===== config.mk =====
export PLATFORM = sky130hd
export DESIGN_NAME = bus_invert_codec
export DESIGN_NICKNAME = d
export VERILOG_FILES = /design/src/rtl/bic_pkg.sv /design/src/rtl/bic_popcount.sv /design/src/rtl/bic_encoder.sv /design/src/rtl/bic_decoder.sv /design/src/rtl/bus_invert_codec.sv
export SDC_FILE = /design/constraint.sdc
export NUM_CORES = 1
export LEC_CHECK = 0
export BUFFER_PORTS_ARGS = -buffer_cell sky130_fd_sc_hd__buf_2
export CORE_ASPECT_RATIO = 1.1
export CORE_MARGIN = 10
export CORE_UTILIZATION = 56
export DETAILED_ROUTE_END_ITERATION = 7
export GPL_TIMING_DRIVEN = 0
export PLACE_DENSITY = 0.82
export SLEW_MARGIN = 20
export SYNTH_ARGS = -nofsm -noshare
export SYNTH_HDL_FRONTEND = slang
export SYNTH_SLANG_ARGS = --single-unit

===== constraint.sdc =====
create_clock -name clk -period 11.5 [get_ports clk]
set_input_delay 1.15 -clock clk [delete_from_list [all_inputs] [get_ports clk]]
set_output_delay 1.15 -clock clk [all_outputs]
set_load 0.05 [all_outputs]

===== src/rtl/bic_pkg.sv =====
package bic_pkg;

    // Outcome of the per-word comparison between the two candidate forms.
    typedef enum logic [1:0] {
        BIC_SEND_PLAIN    = 2'd0,
        BIC_SEND_INVERTED = 2'd1,
        BIC_KEEP_FLAG     = 2'd2
    } bic_choice_e;

    // Width of a counter able to hold the values 0 .. w+1.
    function automatic int bic_count_bits(input int w);
        return $clog2(w + 2);
    endfunction

endpackage


===== src/rtl/bic_popcount.sv =====
module bic_popcount #(
    parameter int WIDTH = 32,
    parameter int CW    = 6
) (
    input  logic [WIDTH-1:0] vec,
    output logic [CW-1:0]    cnt
);

    logic [CW-1:0] lane [WIDTH];

    // Widen each bit to the counter width.
    for (genvar i = 0; i < WIDTH; i++) begin : g_lane
        assign lane[i] = {{(CW-1){1'b0}}, vec[i]};
    end

    always_comb begin
        cnt = '0;
        for (int i = 0; i < WIDTH; i++) begin
            cnt = cnt + lane[i];
        end
    end

endmodule


===== src/rtl/bic_encoder.sv =====
module bic_encoder
    import bic_pkg::*;
#(
    parameter int WIDTH = 32,
    parameter int CW    = 6
) (
    input  logic             clk,
    input  logic             rst_n,
    input  logic             in_valid,
    input  logic [WIDTH-1:0] in_data,
    output logic [WIDTH-1:0] enc_data,
    output logic             enc_flag,
    output logic             enc_valid
);

    typedef struct packed {
        logic [WIDTH-1:0] data;
        logic             flag;
        logic             valid;
    } enc_state_t;

    enc_state_t    st_d, st_q;
    logic [CW-1:0] diff_cnt;
    logic [CW-1:0] cost_plain;
    logic [CW-1:0] cost_inv;
    bic_choice_e   choice;

    // Count the data wires that differ from the driven pattern.
    bic_popcount #(
        .WIDTH (WIDTH),
        .CW    (CW)
    ) u_diff (
        .vec (in_data ^ st_q.data),
        .cnt (diff_cnt)
    );

    always_comb begin
        // The flag wire toggles if the new form differs from the current flag.
        cost_plain = diff_cnt + {{(CW-1){1'b0}}, st_q.flag};
        cost_inv   = CW'(WIDTH) - diff_cnt + {{(CW-1){1'b0}}, ~st_q.flag};

        if (cost_inv < cost_plain) begin
            choice = BIC_SEND_INVERTED;
        end else if (cost_plain < cost_inv) begin
            choice = BIC_SEND_PLAIN;
        end else begin
            choice = BIC_KEEP_FLAG;
        end

        st_d       = st_q;
        st_d.valid = in_valid;
        if (in_valid) begin
            case (choice)
                BIC_SEND_INVERTED: st_d.flag = 1'b1;
                BIC_SEND_PLAIN:    st_d.flag = 1'b0;
                default:           st_d.flag = st_q.flag;
            endcase
            st_d.data = in_data ^ {WIDTH{st_d.flag}};
        end
    end

    always_ff @(posedge clk or negedge rst_n) begin
        if (!rst_n) begin
            st_q <= '0;
        end else begin
            st_q <= st_d;
        end
    end

    assign enc_data  = st_q.data;
    assign enc_flag  = st_q.flag;
    assign enc_valid = st_q.valid;

endmodule


===== src/rtl/bic_decoder.sv =====
module bic_decoder #(
    parameter int WIDTH = 32
) (
    input  logic             clk,
    input  logic             rst_n,
    input  logic             link_valid,
    input  logic [WIDTH-1:0] link_data,
    input  logic             link_flag,
    output logic             dec_valid,
    output logic [WIDTH-1:0] dec_data
);

    typedef struct packed {
        logic [WIDTH-1:0] data;
        logic             valid;
    } dec_state_t;

    dec_state_t       st_d, st_q;
    logic [WIDTH-1:0] restored;

    // Each lane is flipped by the shared flag wire.
    for (genvar i = 0; i < WIDTH; i++) begin : g_restore
        assign restored[i] = link_data[i] ^ link_flag;
    end

    always_comb begin
        st_d       = st_q;
        st_d.valid = link_valid;
        if (link_valid) begin
            st_d.data = restored;
        end
    end

    always_ff @(posedge clk or negedge rst_n) begin
        if (!rst_n) begin
            st_q <= '0;
        end else begin
            st_q <= st_d;
        end
    end

    assign dec_valid = st_q.valid;
    assign dec_data  = st_q.data;

endmodule


===== src/rtl/bus_invert_codec.sv =====
module bus_invert_codec #(
    parameter int WIDTH = 32
) (
    input  logic             clk,
    input  logic             rst_n,
    input  logic             in_valid,
    input  logic [WIDTH-1:0] in_data,
    output logic [WIDTH-1:0] link_data,
    output logic             link_flag,
    output logic             out_valid,
    output logic [WIDTH-1:0] out_data
);

    localparam int CW = bic_pkg::bic_count_bits(WIDTH);

    logic link_valid;

    bic_encoder #(
        .WIDTH (WIDTH),
        .CW    (CW)
    ) u_enc (
        .clk       (clk),
        .rst_n     (rst_n),
        .in_valid  (in_valid),
        .in_data   (in_data),
        .enc_data  (link_data),
        .enc_flag  (link_flag),
        .enc_valid (link_valid)
    );

    bic_decoder #(
        .WIDTH (WIDTH)
    ) u_dec (
        .clk        (clk),
        .rst_n      (rst_n),
        .link_valid (link_valid),
        .link_data  (link_data),
        .link_flag  (link_flag),
        .dec_valid  (out_valid),
        .dec_data   (out_data)
    );

endmodule


==> flow_summary.json, run 1 <==
{
  "synth.yosys.seq_area_share_pct": 35.2,
  "start_util_pct": 57.3,
  "start_kind": "input port",
  "track_usage_pct": 20.3,
  "fp.dieH_um": 117,
  "hold_viol": 0,
  "status": "finished, final reports clean",
  "first_global_vias": 4109,
  "worstSkewPairLatency_ps": 350,
  "finalCriticalPeriod_ps": 7700,
  "cp_cell_sequence": "buf_2, xnor2_1, fa_1, inv_1, fa_1, fa_1, fa_1, inv_1, fa_1, fa_1, inv_1, ha_1, inv_1, fa_1, xnor2_2, nand3_1, a311oi_1, a21oi_1, ha_1, and4_1, nand3_1, clkbuf_1, a21boi_1, o31ai_2",
  "dr.pass1.iters": 4,
  "num_io_pins": 101,
  "fin_ws_ps": 3800,
  "critPathRequiredTime_ps": 11750,
  "fin_crit_sh_pct": 66.9,
  "worst-setup-path-type": "in2reg",
  "clk_pin_slew_ps": 70,
  "synth.distinct_cells": 38,
  "drc_errors": 0,
  "die_area_mm2": 0.0126,
  "via_per_inst": 5.59,
  "setup.worst_path.end_class": "flop",
  "worstMarginPinSlew_ps": 720,
  "synthCells": 465,
  "grt_pass1_wl_um": 20500,
  "synth_area_per_cell_um2": 10.2,
  "area_growth_pct": 17.7,
  "synthFlopType": "dfrtp_1",
  "cap_violations": 0,
  "fin_worst_skew_ps": 10.5,
  "antenna_cells": 0,
  "post_cts_buffers": 0,
  "die_w_um": 108,
  "yosysWarnings": 0,
  "cts_buffers": 9,
  "synth_edf_count": 0,
  "setup_tns_ps": 0,
  "cts.hold.buffers_added": 0,
  "dp_worst_setup_slack_ps": 3500,
  "fmax_mhz": 130,
  "rsz0062_at_grt": "no",
  "dpl.hpwl_um": 9920,
  "ys_seq_elements": 67,
  "ant_nets": 0,
  "finalWeightedCongestion": 0.853,
  "max_stage_delay_ps": 570,
  "cts_tree": "built",
  "nNetsFinal": 651,
  "port_buffers": 100,
  "grt_overflow": 0,
  "setup_violations": 0,
  "final.fill_count": 661,
  "vias": 3875,
  "htreeDepth": 3,
  "hold_class": "reg2reg",
  "cts_resized": 0,
  "drive_gt1_share_pct": 31.3,
  "rows": 35,
  "core_region_area_mm2": 0.00832,
  "cpMostUsedCell": "fa_1",
  "clk_path_buf_depth": 2,
  "root_buffer": "clkbuf_8",
  "slew_headroom_pct": 52.0,
  "cp_max_fo": 10,
  "ys_async_sr_fraction_pct": 100,
  "synthesis.area_mm2": 0.00476,
  "synth_nets": 539,
  "worstPathArrival_ps": 7950,
  "antenna_found_initial": 0,
  "wire_per_inst_um": 18.5,
  "timing_max_transition_violations_final": 0,
  "grt_max_degree": 38,
  "slowest_stage": "fa_1",
  "wirelength_um": 12800,
  "reg2reg_slack_ps": 4260,
  "cts_sinks": 67,
  "drt_iter0_markers": 254,
  "utilization_pct": 67.4
}
## cell usage in the layout, fill, tap and decap left out, types with 2 or more instances in the layout
cell,netlist,final
buf_6,5,5
dfrtp_1,67,67
fa_1,24,24
nor2_1,37,37
xor2_1,21,21
clkbuf_1,16,17
clkinvlp_4,0,2
buf_2,9,108
nor3_2,15,15
inv_1,28,28
clkbuf_8,0,11
nand2b_1,2,2
o21ai_1,2,2
a21boi_1,30,30
a21boi_0,3,3
xnor2_1,50,50
a21oi_1,36,36
o31ai_2,30,30
o31ai_1,2,2
ha_1,15,15
nand3_1,3,3
nand2_1,33,33
nor3_1,20,20
clkinv_2,0,2
## synth_stat cells (3+ instances only)
library cell | instances | area (um2)
nor3_1 | 20 | 100
dfrtp_1 | 67 | 1680
xor2_1 | 21 | 184
nand3_1 | 3 | 15.0
inv_1 | 28 | 105
fa_1 | 24 | 480
a21boi_1 | 30 | 225
buf_2 | 9 | 45.0
a21oi_1 | 36 | 180
nor2_1 | 37 | 139
o31ai_2 | 30 | 375
ha_1 | 15 | 188
nand2_1 | 33 | 124
nor3_2 | 15 | 150
xnor2_1 | 50 | 438
a21boi_0 | 3 | 22.5
buf_6 | 5 | 56.3
clkbuf_1 | 16 | 60.1
## logic make-up after synthesis
logic type / Yosys count / share of synthesized area, %
simple gates: 116 / 12.2
compound gates: 111 / 19.2
xor+xnor: 72 / 13.4
flops: 67 / 35.2
buf+inv: 60 / 5.99
fa+ha+maj: 39 / 14.0
## final timing paths
path                                                   to                           start  depth (start not counted)
max                         u_enc.enc_data[2]$_DFFE_PN0P_                      in_data[0]                         24
min in group asynchronous  u_enc.enc_data[11]$_DFFE_PN0P_                           rst_n                          1
min reg2reg                     u_dec.dec_valid$_DFF_PN0_       u_enc.enc_valid$_DFF_PN0_                          0
min                             u_dec.dec_valid$_DFF_PN0_       u_enc.enc_valid$_DFF_PN0_                          0
max in group asynchronous  u_dec.dec_data[15]$_DFFE_PN0P_                           rst_n                          2
max reg2reg                 u_enc.enc_data[2]$_DFFE_PN0P_  u_enc.enc_data[11]$_DFFE_PN0P_                         24
## per-layer routing
| layer | routed length [um] | part of all wire, % | track usage (%) | vias up |
|---|---|---|---|---|
| met5 | 0 | 0 | 0 | - |
| met3 | 825 | 6.4 | 4.80 | 22 |
| li1 | - | - | - | 1788 |
| met1 | 5100 | 40 | 23.4 | 1942 |
| met4 | 266 | 2.1 | 8.02 | 0 |
| met2 | 6630 | 52 | 35.5 | 123 |
## worst max-delay path: cells and delay by family
family	cells	cell delay (ps)
fa+ha+maj	9	4080
xor+xnor	2	480
simple gates	3	670
buf+inv	6	810
compound gates	4	720
## registers in the layout, summed over array words and instances, names as in the netlist
| name | cells |
|---|---|
| u_enc.enc_data | 32 |
| u_enc.enc_flag | 1 |
| u_dec.dec_data | 32 |
| u_dec.dec_valid | 1 |
| u_enc.enc_valid | 1 |
## per-stage QoR
step	instance area, um2	instances	hold WS (ps)
floorplan	4760	465	352
global placement	5400	676	359
detailed placement	5430	677	373
CTS	5610	693	392
global route	5610	693	409
finish	5610	693	393
## area by class of cell
cell class,instances,area [um2],area share (%)
plain buffers,31,176,3.15
clock buffers,12,155,2.77
clock inverters,4,25.0,0.446
inverters,29,109,1.94
multi-input cells,338,2800,50.0
flip-flops and latches,67,1680,29.9
well taps,111,139,2.48
repair buffers,101,523,9.33
Power of run 1 is not shown: default switching activity piles up to over one toggle a cycle in this logic, so the estimate is an artifact.
==> run 2: changes to the inputs <==
--- a/config.mk
+++ b/config.mk
@@ -5,13 +5,14 @@
 export SDC_FILE = /design/constraint.sdc
 export NUM_CORES = 1
 export LEC_CHECK = 0
+export ABC_AREA = 1
 export BUFFER_PORTS_ARGS = -buffer_cell sky130_fd_sc_hd__buf_2
 export CORE_ASPECT_RATIO = 1.1
 export CORE_MARGIN = 10
-export CORE_UTILIZATION = 56
+export CORE_UTILIZATION = 50
 export DETAILED_ROUTE_END_ITERATION = 7
 export GPL_TIMING_DRIVEN = 0
-export PLACE_DENSITY = 0.82
+export PLACE_DENSITY = 0.78
 export SLEW_MARGIN = 20
 export SYNTH_ARGS = -nofsm -noshare
 export SYNTH_HDL_FRONTEND = slang
==> constraint.sdc (replaced) <==
create_clock -name clk -period 7 [get_ports clk]
set_input_delay 0.7 -clock clk [delete_from_list [all_inputs] [get_ports clk]]
set_output_delay 0.7 -clock clk [all_outputs]
set_load 0.05 [all_outputs]
==> flow_summary.json, run 2 <==
{
  "mostFrequentLayoutCell": "nand2_1",
  "via_per_inst": 5.05,
  "synthCells": 519,
  "fin_area_mm2": 0.00542,
  "dp_cells": 731,
  "fmax_mhz": 149,
  "setup.worst_path.end_class": "flop",
  "status": "finished, final reports clean",
  "synth.distinct_cells": 26,
  "synthesis.area_mm2": 0.00442,
  "slowest_stage": "fa_2",
  "first_global_vias": 3949,
  "critPathRequiredTime_ps": 7220,
  "setup_violations": 0,
  "synthFlopType": "dfrtp_1",
  "ant_nets": 0,
  "nNetsFinal": 712,
  "die_area_mm2": 0.0130,
  "grt_max_degree": 54,
  "antenna_found_initial": 2,
  "cts_tree": "built",
  "core_region_area_mm2": 0.00850,
  "die_w_um": 110,
  "worstMarginPinSlew_ps": 587,
  "htreeDepth": 3,
  "synth_commonest_cells": "185 x nand2_1, 67 x dfrtp_1, 52 x o21ai_0",
  "port_buffers": 100,
  "drive_gt1_share_pct": 24.3,
  "synthMostInstantiatedCell": "nand2_1",
  "utilization_pct": 63.8,
  "track_usage_pct": 18.9,
  "cp_top_family": "adder cells",
  "wirelength_um": 11800,
  "cts_sinks": 67,
  "reg2reg_slack_ps": 310,
  "worstPathArrival_ps": 6940,
  "cpMostUsedCell": "fa_1",
  "vias": 3809,
  "num_io_pins": 101,
  "synth_area_per_cell_um2": 8.52,
  "root_buffer": "clkbuf_8",
  "synth_area_leaders": "dfrtp_1 38%, nand2_1 16%, fa_1 11%",
  "start_util_pct": 52.0,
  "dpl.hpwl_um": 9100,
  "grt_pass1_wl_um": 19700,
  "worstSkewPairLatency_ps": 340,
  "fin_crit_sh_pct": 95.9,
  "synth_nets": 593,
  "grt_use_met1_pct": 23.1,
  "wire_per_inst_um": 15.6,
  "use_met2_pct": 31.2,
  "synth_area_leader_cell": "dfrtp_1",
  "hold_viol": 0,
  "yosysWarnings": 0,
  "hold_class": "in2async",
  "clk_pin_slew_ps": 80,
  "cts_buffers": 9,
  "rows": 35,
  "gr-usage-met3_pct": 4.84,
  "area_growth_pct": 22.6,
  "fin_worst_skew_ps": 4.55,
  "timing_max_transition_violations_final": 0,
  "worst-setup-path-type": "in2reg",
  "fp.dieH_um": 119,
  "finalCriticalPeriod_ps": 6710,
  "cap_violations": 0,
  "drc_errors": 0,
  "slew_headroom_pct": 60.9,
  "synth_edf_count": 0,
  "clk_path_buf_depth": 2,
  "grt-busiest-layer": "met2",
  "synth_top_area_share_pct": 37.9,
  "stdcell_count": 755,
  "cp_max_fo": 5,
  "max_stage_delay_ps": 610,
  "hold_slack_ps": 211,
  "start_kind": "input port",
  "drt_iter0_markers": 257,
  "ys_async_sr_fraction_pct": 100,
  "final_cell_mix": "181 x nand2_1, 107 x buf_2, 65 x dfrtp_1, 52 x o21ai_0, 47 x xnor2_1",
  "grt_overflow": 0,
  "ys_seq_elements": 67,
  "finalWeightedCongestion": 0.876,
  "path_buf_inv": 9,
  "dpl_cell_area_mm2": 0.00509,
  "dr.pass1.iters": 4,
  "synth.yosys.seq_area_share_pct": 37.9
}
## run 2: cell count changes after synthesis, sizes merged, moves of 31 or more
cell	delta
nor3	-34
o21ai	+59
a21boi	-33
nand2	+155
nor2	-31
a21oi	-33
o31ai	-32
## run 2: stage by stage
step                setup WS (ps)  setup TNS (ps)
floorplan                     419               0
global placement            -65.3            -907
detailed placement           -113           -2080
CTS                           228               0
global route                -11.9           -28.0
finish                        286               0
## run 2: routing by layer
layer	up-vias	share of wire, %
li1	1844	-
met1	1819	39
met2	118	51
met3	26	7.1
met4	2	2.4
met5	-	0.11
## run 2: cell type report
| type | instances | area [um2] |
|---|---|---|
| fill | 716 | 3070 |
| multi-input combinational | 386 | 2500 |
| sequential | 67 | 1680 |
| timing repair buffer | 108 | 583 |
| inverter | 43 | 161 |
| tap | 111 | 139 |
| clock buffer | 10 | 138 |
| buffer | 23 | 130 |
| clock inverter | 6 | 87.6 |
| antenna | 1 | 2.50 |
## run 2: cell families after synthesis
kind of cell             after synthesis  synth area share (%)
AND/OR/NAND/NOR                      214                  19.5
flip-flops                            67                  37.9
XOR/XNOR                              68                  13.5
buffers and inverters                 66                  6.54
adder cells (fa/ha/maj)               39                  15.1
AO/OA/AOI/OAI                         65                  7.44
## run 2: final timing paths
path / startpoint / end / cells past startpoint
max: in_data[15] / u_enc.enc_data[22]$_DFFE_PN0P_ / 30
min: rst_n / u_enc.enc_data[2]$_DFFE_PN0P_ / 1
max reg2reg: u_enc.enc_data[15]$_DFFE_PN0P_ / u_enc.enc_data[22]$_DFFE_PN0P_ / 29
min reg2reg: u_enc.enc_valid$_DFF_PN0_ / u_dec.dec_valid$_DFF_PN0_ / 0
max in group asynchronous: rst_n / u_enc.enc_data[15]$_DFFE_PN0P_ / 2
min in group clk: u_enc.enc_valid$_DFF_PN0_ / u_dec.dec_valid$_DFF_PN0_ / 0
## run 2: what timing repair did
| item | CTS | global route |
|---|---|---|
| setup endpoints to repair | 0 | 30 |
| hold buffers | 0 | 0 |
| gates resized for setup | 0 | 17 |
| buffers inserted | 0 | 7 |
Power of run 2 is left out for the same reason.
